==> config.mk <==
export PLATFORM = sky130hd
export DESIGN_NAME = trig_oneshot_timer
export DESIGN_NICKNAME = d
export VERILOG_FILES = /design/src/rtl/tot_pkg.sv /design/src/rtl/tot_datapath.sv /design/src/rtl/tot_control.sv /design/src/rtl/trig_oneshot_timer.sv
export SDC_FILE = /design/constraint.sdc
export NUM_CORES = 1
export LEC_CHECK = 0
export ABC_AREA = 1
export BUFFER_PORTS_ARGS = -buffer_cell sky130_fd_sc_hd__buf_2
export CORE_UTILIZATION = 30
export DETAILED_ROUTE_END_ITERATION = 6
export GPL_ROUTABILITY_DRIVEN = 0
export HOLD_SLACK_MARGIN = 0.1
export MAX_ROUTING_LAYER = met4
export PLACE_DENSITY_LB_ADDON = 0.12
export SLEW_MARGIN = 20
export SYNTH_ARGS = -nofsm -noshare
export SYNTH_HDL_FRONTEND = slang
export SYNTH_SLANG_ARGS = --single-unit
==> constraint.sdc <==
create_clock -name clk -period 1.52 [get_ports clk]
set_input_delay 0.38 -clock clk [delete_from_list [all_inputs] [get_ports clk]]
set_output_delay 0.38 -clock clk [all_outputs]
set_load 0.005 [all_outputs]
==> src/rtl/tot_pkg.sv <==
package tot_pkg;
  typedef struct packed {
    logic clearAll;
    logic countEn;
  } tot_strobe_t;
endpackage

==> src/rtl/tot_datapath.sv <==
module tot_datapath
  import tot_pkg::*;
#(
  parameter int CNT_W = 16,
  parameter int SEL_W = 4,
  parameter int FILT_LEN = 8
) (
  input  logic             clk,
  input  logic             rstN,
  input  logic             trigAsync,
  input  logic             edgeSel,
  input  logic [SEL_W-1:0] prescSel,
  input  logic [CNT_W-1:0] compareVal,
  input  tot_strobe_t      strobes,
  output logic             trigEdge,
  output logic             oppEdge,
  output logic             matchHit
);
  localparam int PRE_W = (1 << SEL_W) - 1;
  localparam int FC_W  = $clog2(FILT_LEN + 1);

  logic syncA, syncLvl;
  logic filtLevel, prevFilt;
  logic [FC_W-1:0] filtCnt;
  logic [PRE_W-1:0] preDiv, preMask;
  logic [CNT_W-1:0] cnt;
  logic tick, anyEdge;

  // two-flop synchronizer
  always_ff @(posedge clk or negedge rstN)
    if (!rstN) begin
      syncA   <= 1'b0;
      syncLvl <= 1'b0;
    end else begin
      syncA   <= trigAsync;
      syncLvl <= syncA;
    end

  // level filter: accept a new level after FILT_LEN differing cycles
  always_ff @(posedge clk or negedge rstN)
    if (!rstN) begin
      filtLevel <= 1'b0;
      filtCnt   <= '0;
      prevFilt  <= 1'b0;
    end else begin
      prevFilt <= filtLevel;
      if (syncLvl == filtLevel) filtCnt <= '0;
      else if (filtCnt == FC_W'(FILT_LEN - 1)) begin
        filtLevel <= syncLvl;
        filtCnt   <= '0;
      end else filtCnt <= filtCnt + 1'b1;
    end

  assign anyEdge  = filtLevel != prevFilt;
  assign trigEdge = anyEdge && (filtLevel != edgeSel);
  assign oppEdge  = anyEdge && (filtLevel == edgeSel);

  // prescaler restarted on every clear
  assign preMask = (PRE_W'(1) << prescSel) - PRE_W'(1);
  assign tick    = (preDiv & preMask) == preMask;

  always_ff @(posedge clk or negedge rstN)
    if (!rstN) preDiv <= '0;
    else if (strobes.clearAll) preDiv <= '0;
    else preDiv <= preDiv + 1'b1;

  assign matchHit = strobes.countEn && tick && (cnt == compareVal);

  always_ff @(posedge clk or negedge rstN)
    if (!rstN) cnt <= '0;
    else if (strobes.clearAll) cnt <= '0;
    else if (strobes.countEn && tick && !matchHit) cnt <= cnt + 1'b1;

  // count only moves on a count-clock tick or a clear
  assert_tick_hold_R3: assert property (@(posedge clk) disable iff (!rstN)
    (!tick && !strobes.clearAll) |=> $stable(cnt));

  // filtered level holds while the synchronized input agrees with it
  assert_filter_stable_R10: assert property (@(posedge clk) disable iff (!rstN)
    (syncLvl == filtLevel) |=> $stable(filtLevel));
endmodule

==> src/rtl/tot_control.sv <==
module tot_control
  import tot_pkg::*;
(
  input  logic        clk,
  input  logic        rstN,
  input  logic        enable,
  input  logic        stopMode,
  input  logic        trigEdge,
  input  logic        oppEdge,
  input  logic        matchHit,
  output tot_strobe_t strobes,
  output logic        irqPulse
);
  typedef enum logic {ST_IDLE, ST_RUN} state_t;
  state_t state, nextState;
  logic fireIrq;

  always_comb begin
    nextState = state;
    fireIrq   = 1'b0;
    unique case (state)
      ST_IDLE: if (enable && trigEdge) nextState = ST_RUN;
      ST_RUN: begin
        if (!enable) nextState = ST_IDLE;
        else if (stopMode && oppEdge) nextState = ST_IDLE;
        else if (matchHit) begin
          nextState = ST_IDLE;
          fireIrq   = 1'b1;
        end
      end
      default: nextState = ST_IDLE;
    endcase
  end

  assign strobes.countEn  = (state == ST_RUN);
  assign strobes.clearAll = (state == ST_IDLE) || (nextState == ST_IDLE);

  always_ff @(posedge clk or negedge rstN)
    if (!rstN) begin
      state    <= ST_IDLE;
      irqPulse <= 1'b0;
    end else begin
      state    <= nextState;
      irqPulse <= fireIrq;
    end

  // interrupt is a single cycle wide
  assert_irq_single_R5: assert property (@(posedge clk) disable iff (!rstN)
    irqPulse |=> !irqPulse);

  // a low enable leaves the timer halted
  assert_disable_halts_R11: assert property (@(posedge clk) disable iff (!rstN)
    !enable |=> (state == ST_IDLE));

  // abort in start-and-stop mode is silent
  assert_abort_silent_R6: assert property (@(posedge clk) disable iff (!rstN)
    (state == ST_RUN && enable && stopMode && oppEdge) |=> (!irqPulse && state == ST_IDLE));

  // while running without an end event, the run continues
  assert_ignore_retrig_R8: assert property (@(posedge clk) disable iff (!rstN)
    (state == ST_RUN && enable && !matchHit && !(stopMode && oppEdge)) |=> (state == ST_RUN));
endmodule

==> src/rtl/trig_oneshot_timer.sv <==
module trig_oneshot_timer
  import tot_pkg::*;
#(
  parameter int CNT_W = 16,
  parameter int SEL_W = 4,
  parameter int FILT_LEN = 8
) (
  input  logic             clk,
  input  logic             rstN,
  input  logic             trigAsync,
  input  logic             edgeSel,
  input  logic             stopMode,
  input  logic             enable,
  input  logic [SEL_W-1:0] prescSel,
  input  logic [CNT_W-1:0] compareVal,
  output logic             irqPulse
);
  tot_strobe_t strobes;
  logic trigEdge, oppEdge, matchHit;

  tot_datapath #(.CNT_W(CNT_W), .SEL_W(SEL_W), .FILT_LEN(FILT_LEN)) u_dp (
    .clk(clk), .rstN(rstN), .trigAsync(trigAsync), .edgeSel(edgeSel),
    .prescSel(prescSel), .compareVal(compareVal), .strobes(strobes),
    .trigEdge(trigEdge), .oppEdge(oppEdge), .matchHit(matchHit)
  );

  tot_control u_ctl (
    .clk(clk), .rstN(rstN), .enable(enable), .stopMode(stopMode),
    .trigEdge(trigEdge), .oppEdge(oppEdge), .matchHit(matchHit),
    .strobes(strobes), .irqPulse(irqPulse)
  );
endmodule

==> results.py, run 1 <==
metrics = {
    "synth": {
        "synthCells": 387,
        "synth_area_leaders": "dfrtp_1, nand2_1, nand4_1, inv_1, nor2_1",
        "yosysSeqAreaShare_pct": 36.2,
        "synth_area_sq_um": 2830,
        "synth.net_count": 417,
        "synthDominantAreaCellType": "dfrtp_1",
        "yosysUniqueCellTypes": 29,
        "synth_seq_cells": 41,
        "netlist.area_leader.share_pct": 36.2,
        "syn_area_per_cell_sq_um": 7.32,
        "yosysWarnings": 0,
    },
    "floorplan": {
        "initial_core_util_pct": 30.8,
        "dieArea_sq_um": 9840,
        "die_x_um": 99.2,
        "dieHeight_um": 99.2,
        "core_area_sq_um": 9200,
        "pin_count": 27,
        "std_cell_rows": 35,
    },
    "global_route": {
        "antenna_found_initial": 0,
        "grt_usage_pct": 16.7,
        "grt_pass1_wl_mm": 12.7,
        "grt_pass1_vias": 2736,
        "grt_max_degree": 42,
        "grt_overflow_total": 0,
    },
    "timing": {
        "post-route-period-util_pct": 125,
        "finalClockSkew_ps": 11.4,
        "clock.fmax_mhz": 528,
        "min_period_ps": 1890,
        "rsz0062_at_grt": "yes",
        "finalSetupViolations": 33,
        "setup_slack_ps": -373,
        "worst_slew_pin_slew_ps": 323,
        "slew-limit-headroom_pct": 78.3,
        "final_max_slew_viol_count": 0,
        "setup_tns_ps": -10800,
        "report.final.hold_viol_count": 0,
    },
    "clock_network": {
        "cts.path.max_buffers": 2,
        "cts_num_sinks": 41,
        "cts_tree": "built",
        "cts_root_buffer": "clkbuf_8",
        "worstSkewPairLatency_ps": 300,
        "h-tree-depth": 2,
        "cts.clk_slew.worst_paths_ps": 70,
        "numCtsBuffers": 5,
    },
    "route": {
        "vias": 2793,
        "wl_mm": 7.40,
        "wirelength_met1_mm": 3.51,
        "wire_per_inst_um": 12.3,
        "routed-wl-met2_mm": 3.60,
        "dr.pass1.iters": 4,
        "drc_errors": 0,
        "ant_nets": 0,
        "vias_per_cell": 4.66,
        "wl_met3_um": 217,
        "highest_layer": "met4",
        "drtIter0Drc": 82,
    },
    "layout": {
        "final_layout_size_suffix_gt1_share_pct": 32.7,
        "syn2layout_area_growth_pct": 40.8,
        "antenna_cells": 0,
        "nNetsFinal": 518,
        "fillCellCount": 954,
    },
    "pwr": {
        "peakVddDrop_uv": 416,
        "power_leakage_nw": 1.98,
        "power_w": 0.00280,
        "powerDensity_nw_per_um2": 702,
    },
    "worst_setup_path": {
        "cp_slowest_cell": "clkbuf_16",
        "r2r_slack_ps": -230,
        "path_cells": "buf_8 -> nor2_4 -> nand2_2 -> buf_4 -> buf_4 -> buf_4 -> nand2_1 -> nand3_2 -> nor2_4 -> nand3_4 -> nor2_8 -> nand2_8 -> clkbuf_16 -> nand4_1 -> nand2_1",
        "critPathLaunch": "prescSel[2]",
        "critPathMaxFanout": 8,
        "r2r_start": "u_dp.cnt[14]",
        "cpMostUsedCell": "buf_4",
        "worstPathRequired_ps": 1700,
        "start_kind": "input pin",
        "cp_data_arrival_time_ps": 2070,
        "cp-end-kind": "flop",
        "critPathKind": "in -> reg",
        "max_stage_delay_ps": 170,
    },
    "run_status": {
        "violations": "setup timing",
        "status": "finished, violations left",
    },
    "hold_path": {
        "hold_path.class": "in -> reg",
        "hold_path_startpoint": "trigAsync",
    },
    "placement": {
        "dp_hpwl_mm": 5.41,
        "port_buffers": 26,
        "preCtsSetupSlack_ps": -692,
    },
    "run": {
        "maxCapViolCount": 0,
    },
}
## cells by family after synthesis
kind of cell	Yosys count	share of synthesized area [%]
XOR/XNOR	34	10.5
buffers and inverters	67	10.4
flip-flops	41	36.2
AND/OR/NAND/NOR	229	38.8
multiplexers	1	0.397
AO/OA/AOI/OAI	11	1.94
adder cells (fa/ha/maj)	4	1.77
## Yosys cell counts
cell      instances
inv_2             3
xor2_1           16
o21ai_0           3
clkbuf_1          2
nand3_4           1
o21ai_1           1
nand4_1          31
or2_2             1
nor2_2            2
buf_1             2
nand2_1          82
mux2_2            1
nor2_4            3
buf_6             4
nor2_1           50
inv_1            51
nand2_2           5
a21oi_1           7
dfrtp_1          41
nor2_8            1
nor4_1            2
ha_1              4
xnor2_1          18
buf_4             3
buf_2             2
nand3_1          37
nand3_2           3
nand3b_1          2
nor3_1            9
## stage by stage
step | cells | area [sq um] | hold slack [ps] | util (%)
after floorplan | 387 | 2880 | 84.4 | -
after global placement | 582 | 3620 | 335 | 39.3
after detailed placement | 582 | 3620 | 338 | 39.3
after CTS | 597 | 3870 | 185 | 42.1
after global routing | 600 | 3990 | 190 | 43.4
final | 600 | 3990 | 195 | 43.4
## critical path: cells and delay by family
family | cells | cell delay, ps
simple gates | 10 | 1030
buf+inv | 5 | 650
## per-layer routing
layer / global-route usage, % / vias to the layer above
met1: 20.6 / 1306
met2: 28.8 / 41
li1: - / 1442
met5: - / -
met4: 4.41 / 0
met3: 2.18 / 4
## sequential cells by signal (all words and copies together) (netlist names)
name / cells
u_dp.prevFilt: 1
u_ctl.irqPulse: 1
u_dp.syncA: 1
u_dp.syncLvl: 1
u_dp.filtLevel: 1
u_dp.filtCnt: 4
u_dp.preDiv: 15
u_dp.cnt: 16
u_ctl.state: 1
## layout make-up
cell class | count | area (sq um) | share of cell area (%)
multi-input cells | 279 | 1650 | 41.4
flip-flops and latches | 41 | 1030 | 25.7
repair buffers | 107 | 853 | 21.4
inverters | 54 | 203 | 5.08
well taps | 111 | 139 | 3.48
clock buffers | 7 | 86.3 | 2.16
clock inverters | 1 | 30.0 | 0.752
## final timing paths
kind                                 to  cells past startpoint
max                        u_dp.cnt[14]                     15
min                          u_dp.syncA                      1
max reg2reg                u_dp.cnt[14]                     10
min reg2reg                u_dp.syncLvl                      0
max in group asynchronous  u_dp.cnt[14]                      3
min in group asynchronous   u_dp.cnt[2]                      3
## timing repair
item / in CTS / in global routing
gates resized for setup: 22 / 13
pin swaps: 4 / 7
setup buffers: 6 / 1
hold endpoints to repair: 41 / 0
hold buffers: 1 / 0
gates cloned: 0 / 2
endpoints found under the setup margin: 33 / 33
## cell usage in the layout, fill, tap and decap left out, drive strengths merged, types with 7 or more instances in the layout
cell    instances
a21oi           7
buf           104
clkbuf          9
dfrtp          41
inv            54
nand2          87
nand3          41
nand4          31
nor2           56
nor3            9
xnor2          18
xor2           16
## report_power, final
part | internal [W] | total (W) | leakage, nW | switching, W
combinational | 0.000301 | 0.000650 | 1.36 | 0.000349
clock | 0.000536 | 0.000930 | 0.0585 | 0.000394
sequential | 0.00116 | 0.00122 | 0.565 | 0.0000579
No activity file was read; power rests on OpenSTA's default activity.
==> run 2: changes to the inputs <==
SYNTH_HIERARCHICAL = 1   (was default)
==> results.py, run 2 <==
metrics = {
    "route": {
        "wl_mm": 7.26,
        "drtIter0Drc": 74,
        "vias": 2671,
        "vias_per_cell": 4.58,
        "drc_errors": 0,
        "dr.pass1.iters": 5,
        "wire_per_inst_um": 12.4,
        "ant_nets": 0,
    },
    "layout": {
        "largest_register_ffs": 16,
        "antenna_cells": 0,
        "reg_top3": "u_dp/cnt (16), u_dp/preDiv (15), u_dp/filtCnt (4)",
        "fin_cells": 583,
        "mostFrequentLayoutCell": "nand2_1",
        "regMostFlops": "u_dp/cnt",
        "nNetsFinal": 504,
        "final_layout_size_suffix_gt1_share_pct": 34.7,
        "syn2layout_area_growth_pct": 44.5,
        "layout_common_cells": "nand2_1, buf_4, nor2_1",
        "fillCellCount": 900,
    },
    "floorplan": {
        "pin_count": 27,
        "initial_core_util_pct": 30.9,
        "dieHeight_um": 96.5,
        "dieArea_sq_um": 9320,
        "std_cell_rows": 34,
        "core_area_sq_um": 8680,
        "die_x_um": 96.5,
    },
    "timing": {
        "finalClockSkew_ps": 7.36,
        "final_max_slew_viol_count": 0,
        "setup_slack_ps": -537,
        "setup_tns_ps": -14420,
        "rsz0062_at_grt": "yes",
        "finalSetupViolations": 33,
        "post-route-period-util_pct": 135,
        "report.final.hold_viol_count": 0,
        "worst_slew_pin_slew_ps": 388,
        "min_period_ps": 2060,
        "slew-limit-headroom_pct": 74.1,
        "hold_ws_ps": 186,
        "clock.fmax_mhz": 486,
    },
    "synth": {
        "yosysSeqAreaShare_pct": 38.3,
        "syn_area_per_cell_sq_um": 7.17,
        "synthCells": 374,
        "synthFlopType": "dfrtp_1",
        "yosysUniqueCellTypes": 31,
        "yosysMostFrequentCell": "nand2_1",
        "netlist.area_leader.share_pct": 38.3,
        "ys_async_sr_fraction_pct": 100,
        "synth_edf_count": 0,
        "synth.net_count": 404,
        "synth_area_sq_um": 2680,
        "yosysWarnings": 6,
        "synthDominantAreaCellType": "dfrtp_1",
        "synth_common_cells": "nand2_1, nor2_1, dfrtp_1",
        "synth_seq_cells": 41,
        "synth_area_leaders": "dfrtp_1, nand2_1, nor2_1, xor2_1, nand3_1",
    },
    "placement": {
        "dp_hpwl_mm": 5.36,
        "preCtsSetupSlack_ps": -945,
        "port_buffers": 26,
        "dp.cells": 567,
    },
    "worst_setup_path": {
        "start_kind": "input pin",
        "crit_end": "u_dp/preDiv[14]",
        "cp_data_arrival_time_ps": 2280,
        "cp-end-kind": "flop",
        "reg2reg_to": "u_dp/cnt[3]",
        "rr_worst_depth": 12,
        "r2r_start": "u_dp/cnt[2]",
        "critPathKind": "in -> reg",
        "critPathMaxFanout": 5,
        "r2r_slack_ps": -380,
        "critPathLaunch": "prescSel[2]",
        "worstPathRequired_ps": 1740,
    },
    "clock_network": {
        "h-tree-depth": 2,
        "cts_num_sinks": 41,
        "numCtsBuffers": 5,
        "worstSkewPairLatency_ps": 290,
        "cts.clk_slew.worst_paths_ps": 90,
        "cts_root_buffer": "clkbuf_8",
        "cts_tree": "built",
        "cts.path.max_buffers": 2,
    },
    "global_route": {
        "grt_max_degree": 29,
        "grt_overflow_total": 0,
        "grt_pass1_vias": 2677,
        "grt_pass1_wl_mm": 12.2,
        "antenna_found_initial": 0,
        "grt_usage_pct": 17.6,
    },
    "run_status": {
        "violations": "setup timing",
        "status": "finished, violations left",
    },
    "hold_path": {
        "hold_path.class": "in -> reg",
    },
    "pwr": {
        "peakVddDrop_uv": 386,
        "power_leakage_nw": 1.81,
        "power_w": 0.00289,
        "powerDensity_nw_per_um2": 746,
    },
    "run": {
        "maxCapViolCount": 0,
    },
}
## run 2: kinds of logic (layout without fill, tap and decap cells)
group           Yosys count  in the layout  synth area share (%)
compound gates           26             26                  4.95
buf+inv                  48            149                  7.24
mux                       1              1                 0.420
fa+ha+maj                 4              4                  1.87
flops                    41             41                  38.3
xor+xnor                 32             32                  10.5
simple gates            222            222                  36.8
## run 2: how the worst min path moves through the flow
stage,cells after the start,end,from
detailed placement,1,u_ctl/irqPulse,rstN
floorplan,0,u_ctl/irqPulse,rstN
CTS,1,u_dp/syncA,trigAsync
global placement,1,u_ctl/irqPulse,rstN
global route,1,u_dp/syncA,trigAsync
finish,1,u_dp/syncA,trigAsync
## run 2: metal layers
metal	wire length (um)	vias to the layer above	global-route usage [%]	share of wire, %
li1	-	1382	-	-
met3	136	12	3.05	1.9
met4	122	0	5.15	1.7
met1	3240	1244	20.7	45
met5	0	-	-	0
met2	3750	33	30.8	52
## run 2: layout make-up
cell class                      count  area [sq um]  area share, %
Clock buffer                        6          72.6           1.87
Clock inverter                      2          15.0          0.388
Inverter                           33           131           3.39
Multi-Input combinational cell    285          1650           42.5
Sequential cell                    41          1030           26.5
Tap cell                          108           135           3.49
Timing Repair Buffer              108           847           21.9
## run 2: metrics by stage
| step | utilization [%] | instance area (sq um) |
|---|---|---|
| after global routing | 44.6 | 3870 |
| after global placement | 40.7 | 3530 |
| after detailed placement | 40.7 | 3530 |
| final | 44.6 | 3870 |
| after floorplan | - | 2750 |
| after CTS | 43.3 | 3750 |
## run 2: repair_timing
action	4_1_cts	5_1_grt
gates resized for setup	26	25
hold buffers	1	0
setup endpoints to repair	33	33
cloned	0	1
buffers inserted	7	0
pin swaps	15	7
hold endpoints to repair	13	0
## run 2: report_power, final
part	internal, W	leakage [nW]	total, W	switching (W)
Combinational	0.000435	1.21	0.000921	0.000485
Clock	0.000324	0.0374	0.000743	0.000418
Sequential	0.00117	0.565	0.00123	0.0000572
## run 2: critical path: stages
cell and delay [ps]:
buf_6 100, nor2_4 130, nand3_2 120, ha_4 250, or2_4 240, nand3_2 50
nor2_1 40, nand3_1 130, nor2_4 50, nand3_2 70, nor2_4 40, inv_2 60
nand4_4 130, inv_8 150, clkbuf_16 170, o21ai_2 50, a31oi_1 130
==> run 3: changes to the inputs <==
ABC_AREA = default   (was 1)
HOLD_SLACK_MARGIN = default   (was 0.1)
==> results.py, run 3 <==
metrics = {
    "run_status": {
        "status": "finished, violations left",
        "violations": "setup timing",
    },
    "timing": {
        "rsz0062_at_grt": "yes",
        "slew-limit-headroom_pct": 67.1,
        "report.final.hold_viol_count": 0,
        "finalClockSkew_ps": 12.4,
        "min_period_ps": 2800,
        "worst_slew_pin_slew_ps": 492,
        "clock.fmax_mhz": 357,
        "setup_slack_ps": -1280,
        "post-route-period-util_pct": 184,
        "final_max_slew_viol_count": 0,
        "setup_tns_ps": -38440,
        "finalSetupViolations": 33,
    },
    "pwr": {
        "seqPwrFrac_pct": 42.3,
        "sw_frac_of_total_pct": 26.4,
        "p_switching_w": 0.000756,
        "peakVddDrop_uv": 582,
        "pwr-share-clk_pct": 37.9,
        "powerDensity_nw_per_um2": 769,
        "p_int_w": 0.00211,
        "power_leakage_nw": 1.60,
        "power_w": 0.00286,
        "p_comb_share_pct": 19.8,
    },
    "route": {
        "drc_errors": 0,
        "ant_nets": 0,
        "wire_per_inst_um": 14.1,
        "vias_per_cell": 4.95,
        "dr.pass1.iters": 4,
        "wl_mm": 6.68,
        "vias": 2336,
        "drtIter0Drc": 98,
    },
    "global_route": {
        "grt_pass1_vias": 2326,
        "grt_overflow_total": 0,
        "antenna_found_initial": 0,
        "grt_pass1_wl_mm": 11.2,
        "grt_usage_pct": 16.9,
        "grt_max_degree": 42,
    },
    "layout": {
        "fin_cells": 472,
        "reg_top3": "u_dp/cnt (16), u_dp/preDiv (15), u_dp/filtCnt (4)",
        "nNetsFinal": 396,
        "syn2layout_area_growth_pct": 46.0,
        "largest_register_ffs": 16,
        "layout_common_cells": "buf_4, dfrtp_1, buf_2",
        "antenna_cells": 0,
        "final_layout_size_suffix_gt1_share_pct": 40.1,
        "regMostFlops": "u_dp/cnt",
        "mostFrequentLayoutCell": "buf_4",
    },
    "clock_network": {
        "cts.clk_slew.worst_paths_ps": 90,
        "cts.path.max_buffers": 2,
        "cts_root_buffer": "clkbuf_8",
        "numCtsBuffers": 5,
        "cts_tree": "built",
        "cts_num_sinks": 41,
        "worstSkewPairLatency_ps": 300,
        "h-tree-depth": 2,
    },
    "worst_setup_path": {
        "start_kind": "input pin",
        "max_stage_delay_ps": 610,
        "cp_top_family": "simple AND/OR/NAND/NOR gates",
        "cp-end-kind": "flop",
        "cp.depth": 10,
        "cpMostUsedCell": "or4_4",
        "cp_data_arrival_time_ps": 3030,
        "crit_buf_inv": 2,
        "critPathKind": "in -> reg",
        "cp_slowest_cell": "or4_4",
        "path_cells": "buf_6 -> or4_4 -> ha_4 -> nand3b_1 -> a221oi_2 -> a211o_1 -> or4_4 -> buf_12 -> or4_1 -> a21oi_2",
        "worstPathRequired_ps": 1750,
        "rr_worst_depth": 11,
        "critPathMaxFanout": 7,
    },
    "synth": {
        "yosysSeqAreaShare_pct": 40.2,
        "synthFlopType": "dfrtp_1",
        "yosysWarnings": 6,
        "synth_area_sq_um": 2550,
        "synth_area_leaders": "dfrtp_1, xnor2_1, a21oi_1, nor2_1, or4_1",
        "synth_seq_cells": 41,
        "syn_area_per_cell_sq_um": 9.31,
        "netlist.area_leader.share_pct": 40.2,
        "yosysUniqueCellTypes": 46,
        "synth_common_cells": "dfrtp_1, xnor2_1, nor2_1",
        "synth.net_count": 304,
        "yosysMostFrequentCell": "dfrtp_1",
        "synthCells": 274,
        "ys_async_sr_fraction_pct": 100,
        "synth_edf_count": 0,
        "synthDominantAreaCellType": "dfrtp_1",
    },
    "floorplan": {
        "die_x_um": 94.2,
        "core_area_sq_um": 8220,
        "pin_count": 27,
        "dieHeight_um": 94.2,
        "dieArea_sq_um": 8880,
        "std_cell_rows": 33,
        "initial_core_util_pct": 31.0,
    },
    "placement": {
        "port_buffers": 26,
        "dp_hpwl_mm": 4.65,
        "dp.cells": 456,
    },
    "hold_path": {
        "hold_path.class": "in -> async",
    },
    "run": {
        "maxCapViolCount": 0,
    },
}
-- run 3: changes by cell type after synthesis, moves of 6 or more --
cell     previous run  this run
nand2_1            99        18
and3_1              0         7
xnor2_1             9        23
inv_1              30         6
nor2b_1             0        10
nor2_1             58        22
nand3_1            35        13
or4_1               0        11
o31ai_1             0        10
a21oi_1            12        18
xor2_1             23         6
-- run 3: cells by family after synthesis --
logic type | synth area share, %
multiplexers | 3.78
AND/OR/NAND/NOR | 28.2
buffers and inverters | 4.76
flip-flops | 40.2
adder cells (fa/ha/maj) | 1.96
XOR/XNOR | 9.96
AO/OA/AOI/OAI | 11.1
-- run 3: power groups by stage --
| stage | sequential, W | clock [W] | combinational (W) |
|---|---|---|---|
| finish | 0.00121 | 0.00109 | 0.000568 |
| global route | 0.00122 | 0.00115 | 0.000634 |
| CTS | 0.00121 | 0.00112 | 0.000550 |
| detailed placement | 0.00123 | 0 | 0.000508 |
| global placement | 0.00123 | 0 | 0.000501 |
| floorplan | 0.00123 | 0 | 0.000299 |
-- run 3: what timing repair did --
item	CTS	global route
gates resized for setup	29	15
setup endpoints to repair	33	33
pin swaps	21	6
cloned	2	0
hold buffers	0	0
setup buffers	3	3
-- run 3: metrics by stage --
step	utilization (%)	setup WS (ps)	instance area (sq um)	hold slack (ps)
after global placement	39.7	-1720	3260	332
after detailed placement	39.7	-1710	3260	336
after CTS	44.2	-1260	3630	44.2
after floorplan	-	-1500	2600	84.4
final	45.3	-1280	3720	29.9
after global routing	45.3	-1350	3720	58.8
-- run 3: worst paths after layout --
path                                      to  slack (ps)        start
worst max-delay path             u_dp/cnt[6]       -1280  prescSel[0]
worst min-delay path              u_dp/syncA          30         rstN
worst max register to register  u_dp/cnt[12]        -890  u_dp/cnt[2]
worst min register to register  u_dp/syncLvl         350   u_dp/syncA
max in group asynchronous        u_dp/cnt[3]        1260         rstN
min in group clk                  u_dp/syncA         180    trigAsync
-- run 3: layout make-up --
cell class                 count  area, sq um
tap                          105          131
fill                         812         4490
clock inverter                 3         68.8
timing repair buffer         103          793
inverter                       6         22.5
sequential                    41         1030
multi-input combinational    209         1610
clock buffer                   5         68.8
-- run 3: per-layer routing --
| metal | track usage [%] | up-vias | part of all wire [%] |
|---|---|---|---|
| met5 | - | - | 0 |
| met2 | 27.7 | 27 | 48 |
| li1 | - | 1167 | - |
| met1 | 21.8 | 1134 | 48 |
| met4 | 3.72 | 0 | 1.0 |
| met3 | 2.83 | 8 | 2.9 |
